<file path="src/rtl/ctlb_pkg.sv">
package ctlb_pkg;
   localparam logic [7:0] OP_WRITE = 8'h06;
   localparam logic [7:0] OP_READ  = 8'h07;

   typedef enum logic [1:0] {
      PHY_START,
      PHY_RSTART,
      PHY_BYTE,
      PHY_STOP
   } phy_op_e;
endpackage

</file>
<file path="src/rtl/ctlb_tick_gen.sv">
module ctlb_tick_gen #(
   parameter int QDIV = 62
) (
   input  logic clk,
   input  logic rst_n,
   output logic tick
);
   localparam int CW = (QDIV > 1) ? $clog2(QDIV) : 1;
   localparam logic [CW-1:0] LAST = CW'(QDIV - 1);

   logic [CW-1:0] cnt;

   always_ff @(posedge clk) begin
      if (!rst_n) begin
         cnt  <= '0;
         tick <= 1'b0;
      end else begin
         tick <= (cnt == LAST);
         cnt  <= (cnt == LAST) ? '0 : cnt + 1'b1;
      end
   end
endmodule

</file>
<file path="src/rtl/ctlb_in_sync.sv">
module ctlb_in_sync #(
   parameter int STAGES = 2
) (
   input  logic clk,
   input  logic rst_n,
   input  logic d,
   output logic q
);
   generate
      if (STAGES == 0) begin : g_direct
         assign q = d;
      end else begin : g_chain
         logic [STAGES-1:0] chain;
         always_ff @(posedge clk) begin
            if (!rst_n) chain <= '1;
            else        chain <= {chain[STAGES-2+1-1:0], d} >> 0;
         end
         assign q = chain[STAGES-1];
      end
   endgenerate
endmodule

</file>
<file path="src/rtl/ctlb_i2c_phy.sv">
module ctlb_i2c_phy
   import ctlb_pkg::*;
(
   input  logic       clk,
   input  logic       rst_n,
   input  logic       tick,
   input  logic       op_valid,
   input  phy_op_e    op,
   input  logic [8:0] op_tx,
   input  logic       sda_in,
   output logic       done,
   output logic [8:0] rx,
   output logic       scl_low,
   output logic       sda_low
);
   typedef enum logic [2:0] {P_IDLE, P_START, P_RSTART, P_BIT, P_STOP} pst_e;

   pst_e       st;
   logic [1:0] q;
   logic [3:0] bitn;
   logic [8:0] tx;
   logic       scl_nx, sda_nx, last_q;

   function automatic pst_e op_to_state(phy_op_e o);
      case (o)
         PHY_START:  return P_START;
         PHY_RSTART: return P_RSTART;
         PHY_BYTE:   return P_BIT;
         default:    return P_STOP;
      endcase
   endfunction

   // Line levels for the quarter being entered on the next tick
   always_comb begin
      scl_nx = scl_low;
      sda_nx = sda_low;
      last_q = 1'b0;
      case (st)
         P_START:  begin scl_nx = (q == 2'd2);                sda_nx = (q != 2'd0); last_q = (q == 2'd2); end
         P_RSTART: begin scl_nx = (q == 2'd0) || (q == 2'd3); sda_nx = (q >= 2'd2); last_q = (q == 2'd3); end
         P_BIT:    begin scl_nx = (q == 2'd0) || (q == 2'd3); sda_nx = ~tx[8];      last_q = (q == 2'd3); end
         P_STOP:   begin scl_nx = (q == 2'd0);                sda_nx = (q != 2'd2); last_q = (q == 2'd2); end
         default:  ;
      endcase
   end

   always_ff @(posedge clk) begin
      if (!rst_n) begin
         st      <= P_IDLE;
         q       <= '0;
         bitn    <= '0;
         tx      <= '1;
         rx      <= '0;
         scl_low <= 1'b0;
         sda_low <= 1'b0;
         done    <= 1'b0;
      end else begin
         done <= 1'b0;
         if (st == P_IDLE) begin
            if (op_valid) begin
               st   <= op_to_state(op);
               q    <= '0;
               bitn <= '0;
               tx   <= op_tx;
            end
         end else if (tick) begin
            scl_low <= scl_nx;
            sda_low <= sda_nx;
            if (st == P_BIT && q == 2'd2) rx <= {rx[7:0], sda_in};
            if (last_q) begin
               q <= '0;
               if (st == P_BIT && bitn != 4'd8) begin
                  bitn <= bitn + 1'b1;
                  tx   <= {tx[7:0], 1'b1};
               end else begin
                  st   <= P_IDLE;
                  done <= 1'b1;
               end
            end else begin
               q <= q + 1'b1;
            end
         end
      end
   end
endmodule

</file>
<file path="src/rtl/ctlb_i2c_bridge.sv">
module ctlb_i2c_bridge
   import ctlb_pkg::*;
#(
   parameter int         CLK_HZ      = 100_000_000,
   parameter int         SCL_HZ      = 400_000,
   parameter logic [7:0] CMD_ADDR    = 8'h3c,
   parameter int         SYNC_STAGES = 2
) (
   input  logic       clk,
   input  logic       rst_n,
   input  logic       cmd_valid,
   input  logic [7:0] cmd_addr,
   input  logic       cmd_resp_req,
   input  logic [7:0] cmd_op,
   input  logic [7:0] cmd_dev,
   input  logic [7:0] cmd_reg,
   input  logic [7:0] cmd_data,
   output logic       busy,
   output logic       resp_valid,
   output logic       resp_err,
   output logic [7:0] resp_data,
   output logic       scl_oe,
   output logic       sda_oe,
   input  logic       sda_i
);
   localparam int QDIV = CLK_HZ / (4 * SCL_HZ);

   generate
      if (SCL_HZ <= 0 || QDIV < SYNC_STAGES + 3) begin : g_bad_rate
         $error("ctlb_i2c_bridge: quarter-bit divider too small for the input synchronizer");
      end
      if (SYNC_STAGES < 0 || SYNC_STAGES > 4) begin : g_bad_sync
         $error("ctlb_i2c_bridge: SYNC_STAGES must lie in 0..4");
      end
   endgenerate

   typedef enum logic [3:0] {
      S_IDLE, S_START, S_ADW, S_REG, S_DATA, S_RSTART, S_ADR, S_RD, S_STOP, S_FIN
   } seq_e;

   seq_e       step;
   logic       issued, is_rd, stop_en, rreq, err;
   logic [6:0] dev;
   logic [7:0] regad, wdat, rdat;
   logic       tick, sda_s, op_valid, done, nack;
   phy_op_e    op;
   logic [8:0] op_tx, rx;
   logic       accept;

   ctlb_tick_gen #(.QDIV(QDIV)) u_tick (.clk(clk), .rst_n(rst_n), .tick(tick));

   ctlb_in_sync #(.STAGES(SYNC_STAGES)) u_sync (
      .clk(clk), .rst_n(rst_n), .d(sda_i), .q(sda_s)
   );

   ctlb_i2c_phy u_phy (
      .clk(clk), .rst_n(rst_n), .tick(tick),
      .op_valid(op_valid), .op(op), .op_tx(op_tx), .sda_in(sda_s),
      .done(done), .rx(rx), .scl_low(scl_oe), .sda_low(sda_oe)
   );

   assign busy   = (step != S_IDLE);
   assign accept = cmd_valid && !busy && (cmd_addr == CMD_ADDR) &&
                   ((cmd_op == OP_WRITE) || (cmd_op == OP_READ));
   assign nack   = rx[0];

   always_comb begin
      op    = PHY_BYTE;
      op_tx = 9'h1FF;
      case (step)
         S_START:  op = PHY_START;
         S_ADW:    op_tx = {dev, 1'b0, 1'b1};
         S_REG:    op_tx = {regad, 1'b1};
         S_DATA:   op_tx = {wdat, 1'b1};
         S_RSTART: op = PHY_RSTART;
         S_ADR:    op_tx = {dev, 1'b1, 1'b1};
         S_STOP:   op = PHY_STOP;
         default:  ;
      endcase
      op_valid = !issued && (step != S_IDLE) && (step != S_FIN);
   end

   always_ff @(posedge clk) begin
      if (!rst_n) begin
         step       <= S_IDLE;
         issued     <= 1'b0;
         is_rd      <= 1'b0;
         stop_en    <= 1'b0;
         rreq       <= 1'b0;
         err        <= 1'b0;
         dev        <= '0;
         regad      <= '0;
         wdat       <= '0;
         rdat       <= '0;
         resp_valid <= 1'b0;
         resp_err   <= 1'b0;
         resp_data  <= '0;
      end else begin
         resp_valid <= 1'b0;
         if (op_valid) issued <= 1'b1;
         if (accept) begin
            step    <= S_START;
            is_rd   <= (cmd_op == OP_READ);
            stop_en <= cmd_dev[7];
            dev     <= cmd_dev[6:0];
            regad   <= cmd_reg;
            wdat    <= cmd_data;
            rreq    <= cmd_resp_req;
            err     <= 1'b0;
            rdat    <= '0;
         end else if (step == S_FIN) begin
            step       <= S_IDLE;
            resp_valid <= rreq;
            resp_err   <= err;
            resp_data  <= (is_rd && !err) ? rdat : 8'h00;
         end else if (done) begin
            issued <= 1'b0;
            case (step)
               S_START:  step <= S_ADW;
               S_RSTART: step <= S_ADR;
               S_STOP:   step <= S_FIN;
               S_RD: begin
                  rdat <= rx[8:1];
                  step <= stop_en ? S_STOP : S_FIN;
               end
               default: begin
                  if (nack) begin
                     err  <= 1'b1;
                     step <= S_STOP;
                  end else begin
                     case (step)
                        S_ADW:   step <= S_REG;
                        S_REG:   step <= is_rd ? S_RSTART : S_DATA;
                        S_ADR:   step <= S_RD;
                        default: step <= stop_en ? S_STOP : S_FIN;
                     endcase
                  end
               end
            endcase
         end
      end
   end
endmodule

</file>
<file path="config.mk">
export PLATFORM = sky130hd
export DESIGN_NAME = ctlb_i2c_bridge
export DESIGN_NICKNAME = d
export VERILOG_FILES = /design/src/rtl/ctlb_pkg.sv /design/src/rtl/ctlb_tick_gen.sv /design/src/rtl/ctlb_in_sync.sv /design/src/rtl/ctlb_i2c_phy.sv /design/src/rtl/ctlb_i2c_bridge.sv
export SDC_FILE = /design/constraint.sdc
export NUM_CORES = 1
export LEC_CHECK = 0
export ABC_CLOCK_PERIOD_IN_PS = 2250
export BUFFER_PORTS_ARGS = -buffer_cell sky130_fd_sc_hd__clkbuf_2
export CAP_MARGIN = 20
export CORE_ASPECT_RATIO = 1.25
export CORE_UTILIZATION = 50
export CTS_CLUSTER_DIAMETER = 200
export DETAILED_ROUTE_END_ITERATION = 7
export HOLD_SLACK_MARGIN = 0.06
export PLACE_DENSITY = 0.7
export SLEW_MARGIN = 20
export SYNTH_ARGS = -nofsm -noshare
export SYNTH_HDL_FRONTEND = slang
export SYNTH_SLANG_ARGS = --single-unit
</file>
<file path="constraint.sdc">
create_clock -name clk -period 2.25 [get_ports clk]
set_clock_uncertainty 0.05 [all_clocks]
set_input_delay 0.1125 -clock clk [delete_from_list [all_inputs] [get_ports clk]]
set_output_delay 0.1125 -clock clk [all_outputs]
set_load 0.02 [all_outputs]
</file>
==> results.tsv, run 1 <==
metric	value	unit
drtIter0Drc	177	
path_class	reg -> reg	
first_pass_iters	6	
crit_family	simple AND/OR/NAND/NOR gates	
run_status	completed	
min_to	u_sync.g_chain.chain[0]$_SDFF_PN1_	
relSlewSlack	0.506	
final_nets	615	
die_area	0.00853	mm2
grt_max_degree	28	
worstHoldStart	rst_n	
clk_path_buf_depth	2	
route.detailed.drc	0	
dieWidth	82.8	um
area_delta_synth_final	23.2	%
h-tree-depth	3	
r2r_setup_slack	130	ps
num_io_pins	58	
cts_root_buf	clkbuf_8	
cts_tree	done	
finalSetupTns	0	ps
antenna_found_initial	0	
core_area	0.00784	mm2
hold_violations	0	
tightest_slew	741	ps
cts_buffers	9	
rr_endpoint	u_phy.bitn[3]$_SDFFE_PN0P_	
critical_path_buf_inv_count	1	
place.gp.congestion	0.838	
max_clock_freq	472	MHz
p_leak	1.97	nW
ys_seq_area_frac	0.432	
antenna_left	0	
netlist_area	0.00408	mm2
clkTransAtPathRegs	90	ps
slowest_delay	460	ps
period_needed	2120	ps
cp_slowest_cell	or4_1	
power	3.29	mW
antenna_cells	0	
drive_gt1_frac	0.180	
numPortBuffers	57	
synth-seq-cells	88	
hp-class	in -> reg	
power-per-cell-area	655	mW/mm2
period_share	0.942	
start_kind	flop	
chipHeight	103	um
finalSetupViolCount	0	
dp_hpwl	6290	um
rows	36	
ys_types	57	
maxCapViolations	0	
clk_latency	370	ps
routedWlPerCell	14.5	um
fillers	670	
vias	3800	
yosys_warnings	0	
crit_path_end_kind	flop	
r2r_start	u_phy.q[1]$_SDFFE_PN0P_	
min_path_cells	3	
ys.flop_type	dfxtp_1	
grt_usage	0.249	
path_cells	ha_1 > nor4bb_1 > o31ai_2 > buf_12 > or4_1 > a21oi_1	
totalWireLength	9610	um
grt_first_pass_wirelength	16200	um
finalMaxSlewViolations	0	
path_max_fanout	20	
reg2reg_depth	6	
cp.required	2510	ps
syn_inst	488	
synth_edf_count	0	
peakVddDrop	0.000489	V
rsz0062_at_grt	no	
cp.arrival	2380	ps
grt_pass1_vias	3672	
syn_avg_cell_area	8.36	um2
grt_overflow	0	
start_util	0.521	
viasPerCell	5.74	
synth_nets	540	
async_reset_ff_frac	0	
cts_sinks	88	
-- worst max-delay path by stage --
stage | start | to | slack, ps | cells past startpoint
after floorplan | u_phy.q[0]$_SDFFE_PN0P_ | u_phy.bitn[3]$_SDFFE_PN0P_ | 380 | 7
after global placement | u_phy.q[0]$_SDFFE_PN0P_ | u_phy.bitn[3]$_SDFFE_PN0P_ | 220 | 7
after detailed placement | u_phy.q[0]$_SDFFE_PN0P_ | u_phy.bitn[3]$_SDFFE_PN0P_ | 150 | 7
after CTS | u_phy.q[1]$_SDFFE_PN0P_ | u_phy.bitn[3]$_SDFFE_PN0P_ | 130 | 6
after global routing | u_phy.q[1]$_SDFFE_PN0P_ | u_phy.bitn[3]$_SDFFE_PN0P_ | 10 | 6
final | u_phy.q[1]$_SDFFE_PN0P_ | u_phy.bitn[3]$_SDFFE_PN0P_ | 130 | 6
-- worst register-to-register path, stage by stage, from the launching register on --
cell,delay (ps)
dfxtp_1,420
ha_1,290
nor4bb_1,390
o31ai_2,130
buf_12,180
or4_1,460
a21oi_1,140
-- registers in the layout (all words and copies together) (netlist names), 2 cells and up --
| register | cells |
|---|---|
| u_phy.bitn | 4 |
| u_sync.g_chain.chain | 2 |
| rdat | 8 |
| regad | 8 |
| u_phy.q | 2 |
| step | 4 |
| resp_data | 8 |
| u_phy.st | 3 |
| dev | 7 |
| u_tick.cnt | 6 |
| u_phy.tx | 8 |
| wdat | 8 |
| u_phy.rx | 9 |
-- layout by cell type (no fill, tap or decap), types with 4 or more instances in the layout --
master	n
clkbuf_2	57
nand2_1	30
buf_4	18
mux2i_1	19
nand2b_1	5
nor2_1	38
nand3_1	49
inv_1	15
clkbuf_8	9
dlygate4sd3_1	27
a22o_1	6
nor3_1	8
ha_1	7
o211ai_1	8
dfxtp_1	88
nand4_1	4
nor2b_1	8
o21ai_0	41
bufinv_16	4
o311ai_1	7
a21oi_1	49
-- cell families (layout without fill, tap and decap cells) --
kind of cell             Yosys count  after routing  synth area share
AO/OA/AOI/OAI                    144            144             0.220
XOR/XNOR                           5              5            0.0107
adder cells (fa/ha/maj)            7              7            0.0215
buffers and inverters             56            135            0.0583
flip-flops                        88             88             0.432
multiplexers                      21             21            0.0521
AND/OR/NAND/NOR                  167            167             0.205
-- synth_stat cells (all sizes together) (2+ instances only) --
master	instances	area, um2
xor2	3	26.3
mux2	2	22.5
a311oi	3	26.3
mux2i	19	190
nor4	3	18.8
or3	3	18.8
nand2	30	113
a211o	3	26.3
or4	2	15.0
a22o	6	52.6
o32ai	2	17.5
xnor2	2	17.5
nor3b	2	15.0
or3b	2	17.5
nand4	4	25.0
nand3b	2	15.0
clkbuf	25	93.8
o31ai	3	22.5
o2111ai	3	26.3
o211ai	8	60.1
nand3	49	245
o311ai	7	61.3
nor4bb	3	30.0
inv	16	60.1
nor2	38	143
dfxtp	88	1760
nor2b	8	50.1
a2bb2oi	2	17.5
o21ai	43	219
buf	15	83.8
a31oi	3	18.8
a21oi	49	245
nor3	9	45.0
ha	7	87.6
a211oi	2	15.0
nand2b	5	31.3
and3b	2	17.5
-- layout make-up --
cell class	instances	area, um2	share of cell area
Timing Repair Buffer	104	731	0.145
Sequential cell	88	1760	0.351
Inverter	16	60.1	0.0120
Multi-Input combinational cell	344	2100	0.417
Clock buffer	10	128	0.0254
Tap cell	95	119	0.0237
Clock inverter	5	129	0.0256
-- report_power, final --
group | internal (mW) | total (mW) | switching [mW]
registers | 1.58 | 1.61 | 0.0291
logic | 0.136 | 0.270 | 0.134
clock network | 0.848 | 1.41 | 0.562
-- per-layer routing --
metal  vias up  global-route usage  share of wire
met5         -                   0              0
met3        16              0.0513          0.048
met1      1764               0.312           0.46
met4         0               0.122          0.022
li1       1916                   -              -
met2       104               0.403           0.47
-- metrics by stage --
step | setup WS [ps] | instances | cell area [um2] | utilization | hold slack (ps)
after global placement | 218 | 620 | 4490 | 0.573 | 267
after CTS | 126 | 662 | 5020 | 0.640 | 114
final | 131 | 662 | 5020 | 0.641 | 122
after global routing | 12.7 | 662 | 5020 | 0.641 | 134
after detailed placement | 151 | 620 | 4490 | 0.573 | 273
after floorplan | 377 | 488 | 4080 | - | 164
-- timing repair --
| item | in CTS | in global routing |
|---|---|---|
| gates resized for setup | 0 | 1 |
| endpoints found under the hold margin | 27 | 0 |
| endpoints found under the setup margin | 0 | 1 |
| hold buffers | 27 | 0 |
| setup buffers | 0 | 0 |
No activity file was read; power rests on OpenSTA's default activity.
==> run 2, diff against run 1 <==
Settings changed: SYNTH_HIERARCHICAL set to 1.
==> results.tsv, run 2 <==
metric	value	unit
finalMaxSlewViolations	0	
power	2.99	mW
totalWireLength	9630	um
place.gp.congestion	0.818	
postPlaceCellArea	0.00462	mm2
route.detailed.drc	0	
crit_path_end_kind	flop	
synth_common_cells	89 x dfxtp_1, 57 x nand2_1, 50 x a21oi_1	
ys.flop_type	dfxtp_1	
cts_tree	done	
grt_usage	0.226	
grt_overflow	0	
synth-seq-cells	89	
ys_types	59	
numPortBuffers	57	
rows	37	
final_area	0.00513	mm2
finalSetupViolCount	0	
cts_buffers	9	
yosysMostFrequentCell	dfxtp_1	
power_frac_clock	0.424	
viasPerCell	5.60	
reg2reg_depth	6	
dieWidth	84.7	um
h-tree-depth	3	
antenna_left	0	
die_area	0.00893	mm2
grt_first_pass_wirelength	16300	um
top_regs	u_phy/rx x9, u_phy/tx x9	
start_kind	flop	
min_to	rreq$_SDFFE_PN0P_	
synth_top_area_frac	0.417	
min_path_cells	5	
period_needed	2070	ps
peakVddDrop	0.000668	V
dp_hpwl	6410	um
fin_ws	179	ps
max_clock_freq	483	MHz
rr_endpoint	u_phy/bitn[3]$_SDFFE_PN0P_	
grt_max_degree	39	
synth_top_area_cell	dfxtp_1	
netlist_area	0.00428	mm2
period_share	0.920	
clk_path_buf_depth	2	
r2r_start	u_phy/q[1]$_SDFFE_PN0P_	
chipHeight	105	um
rsz0062_at_grt	no	
antenna_cells	0	
dp.cells	646	
syn_inst	515	
grt_pass1_vias	3564	
hold_ws	136	ps
yosys_warnings	6	
path_max_fanout	7	
relSlewSlack	0.556	
tightest_slew	666	ps
comb_power_share	0.046	
worstHoldStart	cmd_op[4]	
power.switching	0.644	mW
synth_edf_count	0	
cts_root_buf	clkbuf_8	
syn_avg_cell_area	8.30	um2
finalSetupTns	0	ps
synth.top_cells.by_area	dfxtp_1 42%, a21oi_1 5.9%, nand3_1 5.7%, nand2_1 5.0%, mux2i_1 4.9%	
power-per-cell-area	583	mW/mm2
run_status	completed	
clkTransAtPathRegs	80	ps
path_class	reg -> reg	
start_util	0.519	
cp.required	2480	ps
first_pass_iters	7	
async_reset_ff_frac	0	
fin_util	0.623	
hp-class	in -> reg	
seqPwrFrac	0.530	
final_nets	642	
cp.arrival	2300	ps
antenna_found_initial	0	
swShare	0.215	
final_cell_mix	88 x dfxtp_1, 57 x nand2_1, 57 x clkbuf_2	
clk_latency	360	ps
layout_commonest_cell	dfxtp_1	
drtIter0Drc	186	
ys_seq_area_frac	0.417	
dp_slack	189	ps
routedWlPerCell	14.0	um
intPower	2.35	mW
cts_post_setup_buffers_inserted	0	
fillers	729	
num_io_pins	58	
r2r_setup_slack	180	ps
drive_gt1_frac	0.182	
synth_nets	570	
core_area	0.00824	mm2
fin_cells	689	
maxCapViolations	0	
hold_violations	0	
vias	3861	
p_leak	1.94	nW
area_delta_synth_final	20.0	%
cts_sinks	89	
==> run 2: cell types whose count changed after synthesis, sizes merged, moves of 7 or more <==
cell / before / now
a22oi: 0 / 10
o311ai: 7 / 0
nor2: 38 / 31
nor3b: 2 / 12
nand2: 30 / 57
a41oi: 0 / 8
==> run 2: power by group through the flow <==
| stage | Clock, mW | Sequential, mW | Combinational (mW) |
|---|---|---|---|
| final | 1.27 | 1.59 | 0.138 |
| after floorplan | 0 | 1.62 | 0.0483 |
| after CTS | 1.29 | 1.59 | 0.135 |
| after global routing | 1.36 | 1.59 | 0.152 |
| after detailed placement | 0 | 1.62 | 0.0988 |
| after global placement | 0 | 1.62 | 0.0958 |
==> run 2: kinds of logic after synthesis <==
logic type,after synthesis,synth area share
muxes,21,0.0492
buffers and inverters,54,0.0594
DFF,89,0.417
and+or+nand+nor,212,0.266
AOI/OAI and AO/OA,124,0.170
other,1,0.000877
xor gates and xnor gates,4,0.00820
adders and majority gates,10,0.0293
==> run 2: worst max-delay path by stage <==
stage / startpoint / slack, ps / end
after global placement: u_phy/q[1]$_SDFFE_PN0P_ / 280 / u_phy/bitn[3]$_SDFFE_PN0P_
after floorplan: step[0]$_SDFFE_PN0P_ / 220 / u_phy/st[1]$_SDFFE_PN0P_
after global routing: u_phy/st[2]$_SDFFE_PN0P_ / 70 / u_phy/tx[6]$_SDFFE_PN1P_
after detailed placement: u_phy/q[0]$_SDFFE_PN0P_ / 190 / u_phy/bitn[3]$_SDFFE_PN0P_
after CTS: u_phy/q[0]$_SDFFE_PN0P_ / 170 / u_phy/bitn[3]$_SDFFE_PN0P_
final: u_phy/q[1]$_SDFFE_PN0P_ / 180 / u_phy/bitn[3]$_SDFFE_PN0P_
==> run 2: what timing repair did <==
item / 4_1_cts / 5_1_grt
setup endpoints to repair: 0 / 1
resized for setup: 0 / 1
hold endpoints to repair: 27 / 0
hold buffers: 27 / 0
==> run 2: final cells by class <==
| type | instances | area [um2] | share of cell area |
|---|---|---|---|
| inverter | 13 | 48.8 | 0.00951 |
| timing repair buffer | 102 | 703 | 0.137 |
| multi-input combinational | 372 | 2240 | 0.436 |
| tap | 97 | 121 | 0.0236 |
| clock inverter | 5 | 85.1 | 0.0166 |
| sequential | 89 | 1780 | 0.347 |
| clock buffer | 11 | 151 | 0.0295 |
==> run 2: critical path: stages, from the launching register on <==
cell and delay [ps]:
dfxtp_1 420, ha_1 310, inv_2 40, a211o_1 320
and2_4 170, or4_1 520, a21oi_1 180
==> run 2: metal layers <==
| layer | vias to the layer above | wire [um] | GRT usage |
|---|---|---|---|
| li1 | 1968 | - | - |
| met1 | 1790 | 4450 | 0.293 |
| met2 | 85 | 4650 | 0.369 |
| met3 | 18 | 327 | 0.0392 |
| met4 | 0 | 206 | 0.0981 |
| met5 | - | 0 | 0 |
==> run 3, diff against run 2 <==
Settings changed: CORE_MARGIN set to 1.5, PLACE_DENSITY 0.7 to 0.71.
==> results.tsv, run 3 (synthesized netlist as in run 2, its figures left out) <==
metric	value	unit
start_util	0.516	
final_nets	647	
dp_slack	226	ps
grt_pass1_vias	3665	
r2r_start	step[1]$_SDFFE_PP0P_	
finalMaxSlewViolations	0	
start_kind	flop	
core_area	0.00829	mm2
dr_wl_met3	341	um
die_area	0.00912	mm2
dp_hpwl	6420	um
antenna_found_initial	0	
chipHeight	106	um
grt_max_degree	29	
tightest_slew	634	ps
path_max_fanout	27	
fin_util	0.624	
power-per-cell-area	573	mW/mm2
clk_path_buf_depth	2	
maxCapViolations	0	
wl_met1	4450	um
dieWidth	85.7	um
drtIter0Drc	269	
crit_path_end_kind	flop	
startpoint	step[1]$_SDFFE_PP0P_	
place.gp.congestion	0.820	
run_status	completed	
peakVddDrop	0.000476	V
cp.required	2490	ps
clk_latency	360	ps
grt_usage	0.222	
path_class	reg -> reg	
rsz0062_at_grt	no	
worstHoldStart	rst_n	
top_layer	met4	
rows	37	
route.detailed.drc	0	
h-tree-depth	3	
p_leak	1.96	nW
cp.arrival	2360	ps
hp-class	in -> reg	
vias	3887	
period_needed	2120	ps
grt_overflow	0	
totalWireLength	9720	um
finalSetupViolCount	0	
postPlaceCellArea	0.00462	mm2
hold_ws	276	ps
hold_violations	0	
dp.cells	645	
numPortBuffers	57	
layout_commonest_cell	dfxtp_1	
cts_sinks	89	
top_regs	u_phy/rx x9, u_phy/tx x9	
max_clock_freq	471	MHz
relSlewSlack	0.578	
antenna_left	0	
fin_cells	694	
area_delta_synth_final	21.0	%
clkTransAtPathRegs	90	ps
final_area	0.00517	mm2
num_io_pins	58	
first_pass_iters	4	
period_share	0.944	
power	2.96	mW
grt_first_pass_wirelength	16400	um
cts_tree	done	
wl_met2	4800	um
fin_ws	125	ps
viasPerCell	5.60	
cts_root_buf	clkbuf_8	
drive_gt1_frac	0.184	
routedWlPerCell	14.0	um
finalSetupTns	0	ps
cts_buffers	9	
antenna_cells	0	
final_cell_mix	88 x dfxtp_1, 57 x nand2_1, 57 x clkbuf_2	
run 3: changes by cell type in the layout (fill, tap and decap cells not counted), sizes merged:
cell	change
inv	+2
buf	+1
clkbuf	-2
clkinvlp	-1
clkinv	+1
dlygate4sd3	+4
run 3: cell type report:
cell class | instances | area [um2]
fillers | 698 | 3110
multi-input cells | 372 | 2240
inverters | 13 | 48.8
well taps | 97 | 121
flip-flops and latches | 89 | 1790
repair buffers | 107 | 751
clock inverters | 7 | 100
clock buffers | 9 | 124
run 3: path summary, 6_finish.rpt:
kind / endpoint / slack [ps] / cells past startpoint
min reg2reg: resp_valid$_SDFF_PP0_ / 380 / 2
max: rreq$_SDFFE_PN0P_ / 130 / 6
min: u_sync/g_chain.chain[0]$_SDFF_PN1_ / 280 / 2
max reg2reg: rreq$_SDFFE_PN0P_ / 130 / 6
run 3: routing by layer:
| metal | global-route usage | vias up |
|---|---|---|
| li1 | - | 1976 |
| met1 | 0.281 | 1816 |
| met2 | 0.380 | 85 |
| met3 | 0.0497 | 10 |
| met4 | 0.0576 | 0 |
| met5 | 0 | - |
run 3: worst max-delay path, stage by stage (launching register included):
cell and delay [ps]:
dfxtp_1 370, nor4_4 380, and4_4 290, buf_12 160, nand3_1 90, dlygate4sd3_1 570, a21oi_1 150
run 3: repair_timing:
item,CTS,global route
setup endpoints to repair,0,2
buffers inserted,0,2
resized for setup,0,3
hold buffers,31,0
hold endpoints to repair,28,0
run 3: report_power, final:
group | total, mW | internal, mW | switching (mW)
sequential | 1.59 | 1.58 | 0.00664
clock | 1.24 | 0.640 | 0.598
combinational | 0.141 | 0.0777 | 0.0634
